### config.mk
export PLATFORM = sky130hd
export DESIGN_NAME = rns_cs_channel
export DESIGN_NICKNAME = d
export VERILOG_FILES = /design/src/rtl/rns_cs_pkg.sv /design/src/rtl/rns_eac_csa.sv /design/src/rtl/rns_csa_tree.sv /design/src/rtl/rns_cs_addsub.sv /design/src/rtl/rns_cs_mult.sv /design/src/rtl/rns_cs_channel.sv
export SDC_FILE = /design/constraint.sdc
export NUM_CORES = 1
export LEC_CHECK = 0
export BUFFER_PORTS_ARGS = -buffer_cell sky130_fd_sc_hd__buf_4
export CAP_MARGIN = 20
export CELL_PAD_IN_SITES_DETAIL_PLACEMENT = 1
export CELL_PAD_IN_SITES_GLOBAL_PLACEMENT = 1
export CORE_AREA = 5 5 193 195
export CTS_BUF_LIST = sky130_fd_sc_hd__clkbuf_8
export DETAILED_ROUTE_END_ITERATION = 10
export DIE_AREA = 0 0 198 200
export HOLD_SLACK_MARGIN = 0.15
export PLACE_DENSITY_LB_ADDON = 0.1
export SLEW_MARGIN = 20
export SYNTH_ARGS = -nofsm -noshare
export SYNTH_HDL_FRONTEND = slang
export SYNTH_HIERARCHICAL = 1
export SYNTH_SLANG_ARGS = --single-unit
### constraint.sdc
create_clock -name clk -period 21 [get_ports clk]
set_clock_uncertainty 0.2 [all_clocks]
set_input_delay 5.25 -clock clk [delete_from_list [all_inputs] [get_ports clk]]
set_output_delay 5.25 -clock clk [all_outputs]
set_load 0.03 [all_outputs]
### src/rtl/rns_cs_pkg.sv
package rns_cs_pkg;

    typedef enum logic [1:0] {
        OP_ADD  = 2'd0,
        OP_SUB  = 2'd1,
        OP_MUL  = 2'd2,
        OP_ADD3 = 2'd3
    } rns_op_e;

    // Number of addends the add/subtract path feeds into its reducer:
    // two vectors per operand, three operands.
    localparam int ADD_TERMS = 6;

    function automatic logic op_is_mul(input rns_op_e op);
        return op == OP_MUL;
    endfunction

    function automatic logic op_is_sub(input rns_op_e op);
        return op == OP_SUB;
    endfunction

    function automatic logic op_uses_third(input rns_op_e op);
        return op == OP_ADD3;
    endfunction

endpackage

### src/rtl/rns_eac_csa.sv
module rns_eac_csa #(
    parameter int N = 8
) (
    input  logic [N-1:0] x,
    input  logic [N-1:0] y,
    input  logic [N-1:0] z,
    output logic [N-1:0] sum,
    output logic [N-1:0] cry
);
    localparam longint MOD = (longint'(1) << N) - 1;

    always_comb begin
        sum = x ^ y ^ z;
        cry = (x & y) | (x & z) | (y & z);
    end

    // a cell keeps the residue; carry weight doubles with end-around wrap.
    always_comb begin
        p_cell_value_r6: assert (((longint'(x) + longint'(y) + longint'(z)) % MOD) ==
                                 ((longint'(sum) + longint'({cry[N-2:0], cry[N-1]})) % MOD));
    end

endmodule

### src/rtl/rns_csa_tree.sv
module rns_csa_tree #(
    parameter int N = 8,
    parameter int K = 6
) (
    input  logic [K-1:0][N-1:0] terms,
    output logic [N-1:0]        out_s,
    output logic [N-1:0]        out_c
);
    localparam int STAGES = K - 2;

    logic [STAGES-1:0][N-1:0] st_s;
    logic [STAGES-1:0][N-1:0] st_c;

    generate
        for (genvar i = 0; i < STAGES; i++) begin : g_stage
            if (i == 0) begin : g_first
                rns_eac_csa #(.N(N)) u_cell (
                    .x  (terms[0]),
                    .y  (terms[1]),
                    .z  (terms[2]),
                    .sum(st_s[i]),
                    .cry(st_c[i])
                );
            end else begin : g_next
                logic [N-1:0] dbl;
                assign dbl = {st_c[i-1][N-2:0], st_c[i-1][N-1]};
                rns_eac_csa #(.N(N)) u_cell (
                    .x  (st_s[i-1]),
                    .y  (dbl),
                    .z  (terms[i+2]),
                    .sum(st_s[i]),
                    .cry(st_c[i])
                );
            end
        end
    endgenerate

    assign out_s = st_s[STAGES-1];
    assign out_c = st_c[STAGES-1];

endmodule

### src/rtl/rns_cs_addsub.sv
module rns_cs_addsub
    import rns_cs_pkg::*;
#(
    parameter int N = 8
) (
    input  logic         sub_en,
    input  logic         third_en,
    input  logic [N-1:0] a_s,
    input  logic [N-1:0] a_c,
    input  logic [N-1:0] b_s,
    input  logic [N-1:0] b_c,
    input  logic [N-1:0] c_s,
    input  logic [N-1:0] c_c,
    output logic [N-1:0] res_s,
    output logic [N-1:0] res_c
);
    localparam longint MOD = (longint'(1) << N) - 1;

    function automatic logic [N-1:0] rot1(input logic [N-1:0] v);
        return {v[N-2:0], v[N-1]};
    endfunction

    function automatic longint pair_val(input logic [N-1:0] s, input logic [N-1:0] c);
        return (longint'(s) + longint'(rot1(c))) % MOD;
    endfunction

    logic [ADD_TERMS-1:0][N-1:0] terms;
    logic [N-1:0]                inv_mask;
    logic [N-1:0]                third_mask;

    always_comb begin
        inv_mask   = {N{sub_en}};
        third_mask = {N{third_en}};
        terms[0]   = a_s;
        terms[1]   = rot1(a_c);
        // One's-complement inversion is the negative modulo 2^N-1.
        terms[2]   = b_s ^ inv_mask;
        terms[3]   = rot1(b_c) ^ inv_mask;
        terms[4]   = c_s & third_mask;
        terms[5]   = rot1(c_c) & third_mask;
    end

    rns_csa_tree #(.N(N), .K(ADD_TERMS)) u_tree (
        .terms(terms),
        .out_s(res_s),
        .out_c(res_c)
    );

    // residue of the reduced pair matches the integer operation.
    always_comb begin
        if (sub_en) begin
            p_sub_value_r3: assert (pair_val(res_s, res_c) ==
                                    (pair_val(a_s, a_c) + MOD - pair_val(b_s, b_c)) % MOD);
        end else if (third_en) begin
            p_add3_value_r5: assert (pair_val(res_s, res_c) ==
                                     (pair_val(a_s, a_c) + pair_val(b_s, b_c) +
                                      pair_val(c_s, c_c)) % MOD);
        end else begin
            p_add_value_r2: assert (pair_val(res_s, res_c) ==
                                    (pair_val(a_s, a_c) + pair_val(b_s, b_c)) % MOD);
        end
    end

endmodule

### src/rtl/rns_cs_mult.sv
module rns_cs_mult #(
    parameter int N = 8
) (
    input  logic [N-1:0] a_s,
    input  logic [N-1:0] a_c,
    input  logic [N-1:0] b_s,
    input  logic [N-1:0] b_c,
    output logic [N-1:0] res_s,
    output logic [N-1:0] res_c
);
    localparam longint MOD    = (longint'(1) << N) - 1;
    localparam int     VECS   = 2;
    localparam int     NTERMS = VECS * VECS * N;

    function automatic logic [N-1:0] rot1(input logic [N-1:0] v);
        return {v[N-2:0], v[N-1]};
    endfunction

    function automatic logic [N-1:0] rotk(input logic [N-1:0] v, input int k);
        if (k == 0) return v;
        return (v << k) | (v >> (N - k));
    endfunction

    function automatic longint pair_val(input logic [N-1:0] s, input logic [N-1:0] c);
        return (longint'(s) + longint'(rot1(c))) % MOD;
    endfunction

    logic [VECS-1:0][N-1:0] mcand;
    logic [VECS-1:0][N-1:0] mplier;
    logic [NTERMS-1:0][N-1:0] pp;

    assign mcand[0]  = a_s;
    assign mcand[1]  = rot1(a_c);
    assign mplier[0] = b_s;
    assign mplier[1] = rot1(b_c);

    generate
        for (genvar i = 0; i < VECS; i++) begin : g_md
            for (genvar j = 0; j < VECS; j++) begin : g_mr
                for (genvar k = 0; k < N; k++) begin : g_bit
                    // Multiplicand times 2^k modulo 2^N-1 is a k-place rotation.
                    assign pp[(i * VECS + j) * N + k] =
                        mplier[j][k] ? rotk(mcand[i], k) : '0;
                end
            end
        end
    endgenerate

    rns_csa_tree #(.N(N), .K(NTERMS)) u_tree (
        .terms(pp),
        .out_s(res_s),
        .out_c(res_c)
    );

    // product residue.
    always_comb begin
        p_mul_value_r4: assert (pair_val(res_s, res_c) ==
                                (pair_val(a_s, a_c) * pair_val(b_s, b_c)) % MOD);
    end

endmodule

### src/rtl/rns_cs_channel.sv
module rns_cs_channel
    import rns_cs_pkg::*;
#(
    parameter int N = 8
) (
    input  logic         clk,
    input  logic         rst,
    input  logic         in_valid,
    input  logic [1:0]   in_op,
    input  logic [N-1:0] a_s,
    input  logic [N-1:0] a_c,
    input  logic [N-1:0] b_s,
    input  logic [N-1:0] b_c,
    input  logic [N-1:0] c_s,
    input  logic [N-1:0] c_c,
    output logic         out_valid,
    output logic [N-1:0] out_s,
    output logic [N-1:0] out_c
);
    rns_op_e      op;
    logic [N-1:0] add_s, add_c;
    logic [N-1:0] mul_s, mul_c;
    logic [N-1:0] nxt_s, nxt_c;

    assign op = rns_op_e'(in_op);

    rns_cs_addsub #(.N(N)) u_addsub (
        .sub_en  (op_is_sub(op)),
        .third_en(op_uses_third(op)),
        .a_s     (a_s),
        .a_c     (a_c),
        .b_s     (b_s),
        .b_c     (b_c),
        .c_s     (c_s),
        .c_c     (c_c),
        .res_s   (add_s),
        .res_c   (add_c)
    );

    rns_cs_mult #(.N(N)) u_mult (
        .a_s  (a_s),
        .a_c  (a_c),
        .b_s  (b_s),
        .b_c  (b_c),
        .res_s(mul_s),
        .res_c(mul_c)
    );

    always_comb begin
        if (op_is_mul(op)) begin
            nxt_s = mul_s;
            nxt_c = mul_c;
        end else begin
            nxt_s = add_s;
            nxt_c = add_c;
        end
    end

    always_ff @(posedge clk) begin
        if (rst) begin
            out_valid <= 1'b0;
            out_s     <= '0;
            out_c     <= '0;
        end else begin
            out_valid <= in_valid;
            if (in_valid) begin
                out_s <= nxt_s;
                out_c <= nxt_c;
            end
        end
    end

    p_valid_follows_r1: assert property (@(posedge clk) disable iff (rst)
        in_valid |=> out_valid);

    p_idle_no_valid_r1: assert property (@(posedge clk) disable iff (rst)
        !in_valid |=> !out_valid);

    p_hold_when_idle_r7: assert property (@(posedge clk) disable iff (rst)
        !in_valid |=> ($stable(out_s) && $stable(out_c)));

    p_reset_clears_r8: assert property (@(posedge clk)
        rst |=> (!out_valid && out_s == '0 && out_c == '0));

endmodule

Word-level counts from Yosys, hierarchy flattened
Cells that the tools add are included.
Storage, ports and cells
  bits in registers: 17
  input port bits: 53
  output and inout port bits: 17
  word-level logic and storage cells: 296
Cells by class
  eq/ne operators: 3
  multiplexer cells: 34
  bitwise operators: 256
Operator list (number)
  $and A8 B8 Y8: 104
  $xor A8 B8 Y8: 70
  $or A8 B8 Y8: 68
  $mux W8: 34
  $or A8 B1 Y8: 2
  $or A8 B2 Y8: 2
  $or A8 B3 Y8: 2
  $or A8 B4 Y8: 2
  $or A8 B5 Y8: 2
  $or A8 B6 Y8: 2
  $or A8 B7 Y8: 2
  $eq A2 B2 Y1 const B: 2
  $eq A2 B1 Y1 const B: 1

Longest topological paths before layout
  word-level depth: 93
  mapped depth: 34
  gate-level depth less buffers: 33

Hierarchy
The synthesis kept the hierarchy.
By module, submodules not included
  rns_eac_csa: times used 34, cells each 8, area each 160.2 µm²
  rns_cs_mult: times used 1, cells each 288, area each 1926.8 µm²
  rns_cs_channel: times used 1, cells each 95, area each 1007.2 µm²
  rns_cs_addsub: times used 1, cells each 35, area each 276.5 µm²

Worst setup path after synthesis
Ideal clock, no wire load.
  path type: input-to-reg
  start: in b_s[1]
  end: reg out_s[2]
  arrival: 19.815 ns
  required time: 20.709 ns
  path slack: 0.894 ns
  stages: 34
  buffers on the path: 1
  cells stage by stage: buf_6 and2_2 fa_1 fa_1 fa_1 fa_1 fa_1 fa_1 fa_1 fa_1 fa_1 fa_1 fa_1 fa_1 fa_1 fa_1 fa_1 fa_1 fa_1 fa_1 fa_1 fa_1 fa_1 fa_1 fa_1 fa_1 fa_1 fa_1 fa_1 fa_1 fa_1 fa_1 and4bb_2 a311oi_1
RTL lines
  start: declaration: RTL line rns_cs_channel.sv:12  | input logic [N-1:0] b_s,
  end signal: assignment: RTL line rns_cs_channel.sv:67  | out_s <= nxt_s;
  end: declaration: RTL line rns_cs_channel.sv:17  | output logic [N-1:0] out_s,

==> run_results.csv <==
group,metric,value,unit
run_status,run_status,"finished, final reports clean",
detailed_routing,drt_pass1_iterations,4,
floorplan,die_height,200,µm
timing,relSlewSlack,32.8,%
timing,hold_viol,0,
clocking,cts_hold_buffers,0,
layout,finalNetCount,1058,
detailed_routing,drc,0,
setup_path,cp.required,20.91,ns
floorplan,core,35200,µm²
detailed_routing,route.vias.total,5191,
setup_path,crit_slowest_cell,"fa_2",
floorplan,ioPinCount,70,
setup_path,reg2reg_depth,2,
clocking,cts_setup_buffers,0,
timing,rsz0062_at_grt,"true",
setup_path,rrSetupSlack,20.08,ns
synthesis,yosysSeqAreaShare,3.93,%
clocking,worstSkewPairLatency,0.26,ns
synthesis,synthCells,690,
timing,worstMarginPinSlew,1.00,ns
synthesis,syn_area,8660,µm²
clocking,cts.sinks,17,
layout,layout-drive-gt1-share,29.1,%
setup_path,worst-path-max-fanout,7,
global_route,grt_pass1_vias,6691,
timing,setup_violations,0,
setup_path,arrival,20.86,ns
timing,period_needed,20.96,ns
global_route,antenna_found_initial,2,
timing,slew_viol_final,0,
placed_design,place_congestion,0.739,
layout,layout_common_cells,"260 x and2_1, 186 x fa_1, 86 x fa_2",
placed_design,port_buffers,69,
synthesis,synth_fp_nets,1015,
layout,final_common_cell,"and2_1",
clocking,cts_tree,"yes",
global_route,grt_usage,13.8,%
layout,fillers,3879,
synthesis,synth.area.top_cells,"fa_1 63%, and2_1 19%, dfxtp_1 3.9%",
worst_hold_path,holdPathEnd,"out_s[7]$_SDFFE_PP0P_",
detailed_routing,routed_wl,26200,µm
synthesis,synth_top_area_share,62.9,%
setup_path,worstReg2RegEnd,"out_s[1]$_SDFFE_PP0P_",
global_route,grt_max_degree,50,
clocking,clockBufferDepth,2,
synthesis,synth_warnings,6,
detailed_routing,wl_per_cell,21.9,µm
worst_hold_path,hold_path.class,"reg -> reg",
setup_path,startpoint_type,"primary input",
worst_hold_path,hold_depth,2,
synthesis,synth.distinct_cells,19,
synthesis,synth_top_cell_by_area,"fa_1",
setup_path,cpPeakStageDelay,0.62,ns
synthesis,syn_area_per_cell,12.5,µm²
global_route,grt_pass1_wl,41500,µm
setup_path,r2r_start,"out_s[1]$_SDFFE_PP0P_",
floorplan,rows,69,
layout,syn_to_final_growth,12.7,%
timing,layout_worst_path_cycle_share,99.8,%
synthesis,synth_seq_cells,17,
clocking,numCtsBuffers,3,
floorplan,start_util,24.6,%
floorplan,chipWidth,198,µm
clocking,clkTransAtPathRegs,0.07,ns
clocking,root_buffer,"clkbuf_8",
setup_path,critPathMostFrequentCell,"fa_2",
global_route,gr-total-overflow,0,
setup_path,crit_type,"in -> reg",
detailed_routing,viasPerCell,4.35,
placed_design,place.detailed.hpwl,21700,µm
worst_hold_path,worstHoldStart,"out_s[7]$_SDFFE_PP0P_",
detailed_routing,drt-initial-drc-count,137,
run,maxCapViolCount,0,
detailed_routing,ant_nets,0,
timing,max_clock_freq,0.0477,GHz
floorplan,die_area,39600,µm²
timing,fin_tns_setup,0,ns
setup_path,crit_path_end_kind,"flip-flop",
clocking,h-tree-depth,1,
-- worst max-delay path by stage --
stage	startpoint	to	slack, ns	cells after the start
CTS	b_s[1]	out_s[0]$_SDFFE_PP0P_	-0.02	35
global placement	b_s[1]	out_s[0]$_SDFFE_PP0P_	-0.43	35
global route	b_s[1]	out_s[0]$_SDFFE_PP0P_	-0.25	35
detailed placement	b_s[1]	out_s[0]$_SDFFE_PP0P_	-0.54	35
floorplan	b_s[1]	out_s[2]$_SDFFE_PP0P_	0.89	34
finish	a_s[3]	out_s[0]$_SDFFE_PP0P_	0.04	35
-- final cells by class --
cell class | instances | area [µm²] | share of cell area, %
clock buffer | 3 | 41.3 | 0.423
multi-input combinational | 612 | 8100 | 82.9
sequential | 17 | 340 | 3.49
antenna | 1 | 2.50 | 0.0256
clock inverter | 1 | 5.00 | 0.0513
tap | 461 | 577 | 5.91
timing repair buffer | 83 | 638 | 6.54
inverter | 16 | 60.1 | 0.615
-- Yosys cell counts --
cell type  number
inv_1          16
dfxtp_1        17
and4bb_2        8
nor4bb_1        3
fa_1          272
buf_4          13
a311oi_1        6
buf_12          2
buf_6          21
and2_1        262
nand2b_1        1
clkbuf_1        4
and4bb_1        5
nor2b_1         2
xor2_1         16
buf_2           5
a311oi_2       10
and2_2         11
o21bai_1       16
-- worst max-delay path, delay by kind of cell --
family                     cells  cell delay, ns
and+or+nand+nor                2            0.46
AOI/OAI and AO/OA              1            0.04
adders and majority gates     30           14.78
buffers and inverters          2            0.31
-- metrics by stage --
step	instance area (µm²)	utilization, %	setup WS [ns]	instances	hold WS, ns
floorplan	8660	-	0.894	690	0.427
global placement	9440	26.8	-0.427	1189	0.313
detailed placement	9440	26.8	-0.539	1189	0.303
CTS	9600	27.2	-0.0246	1193	0.314
global route	9760	27.7	-0.254	1193	0.346
finish	9760	27.7	0.0435	1194	0.319
-- flip-flops by register name, indices dropped and copies added, names as in the netlist --
name and cells:
out_valid 1, out_c 8, out_s 8
-- per-layer routing --
layer / vias to the layer above / part of all wire, % / GRT usage [%]
met5: - / 0 / 0
met4: 0 / 0.77 / 0.893
met3: 12 / 3.0 / 1.28
met2: 58 / 52 / 25.2
met1: 2923 / 44 / 18.7
li1: 2198 / - / -
-- repair_timing --
item	in CTS	in global routing
resized for setup	41	59
pin swaps	3	6
endpoints found under the setup margin	15	16
hold endpoints to repair	0	0
gates cloned	0	0
-- cells by family after synthesis --
family	after synthesis	synth area share (%)
flip-flops	17	3.93
AND/OR/NAND/NOR	292	22.3
buffers and inverters	61	5.48
XOR/XNOR	16	1.62
adder cells (fa/ha/maj)	272	62.9
AO/OA/AOI/OAI	32	3.73
Power is left out: the tool's default activity adds up to more than one toggle a clock period on the data nets, which glitch-free logic cannot reach.
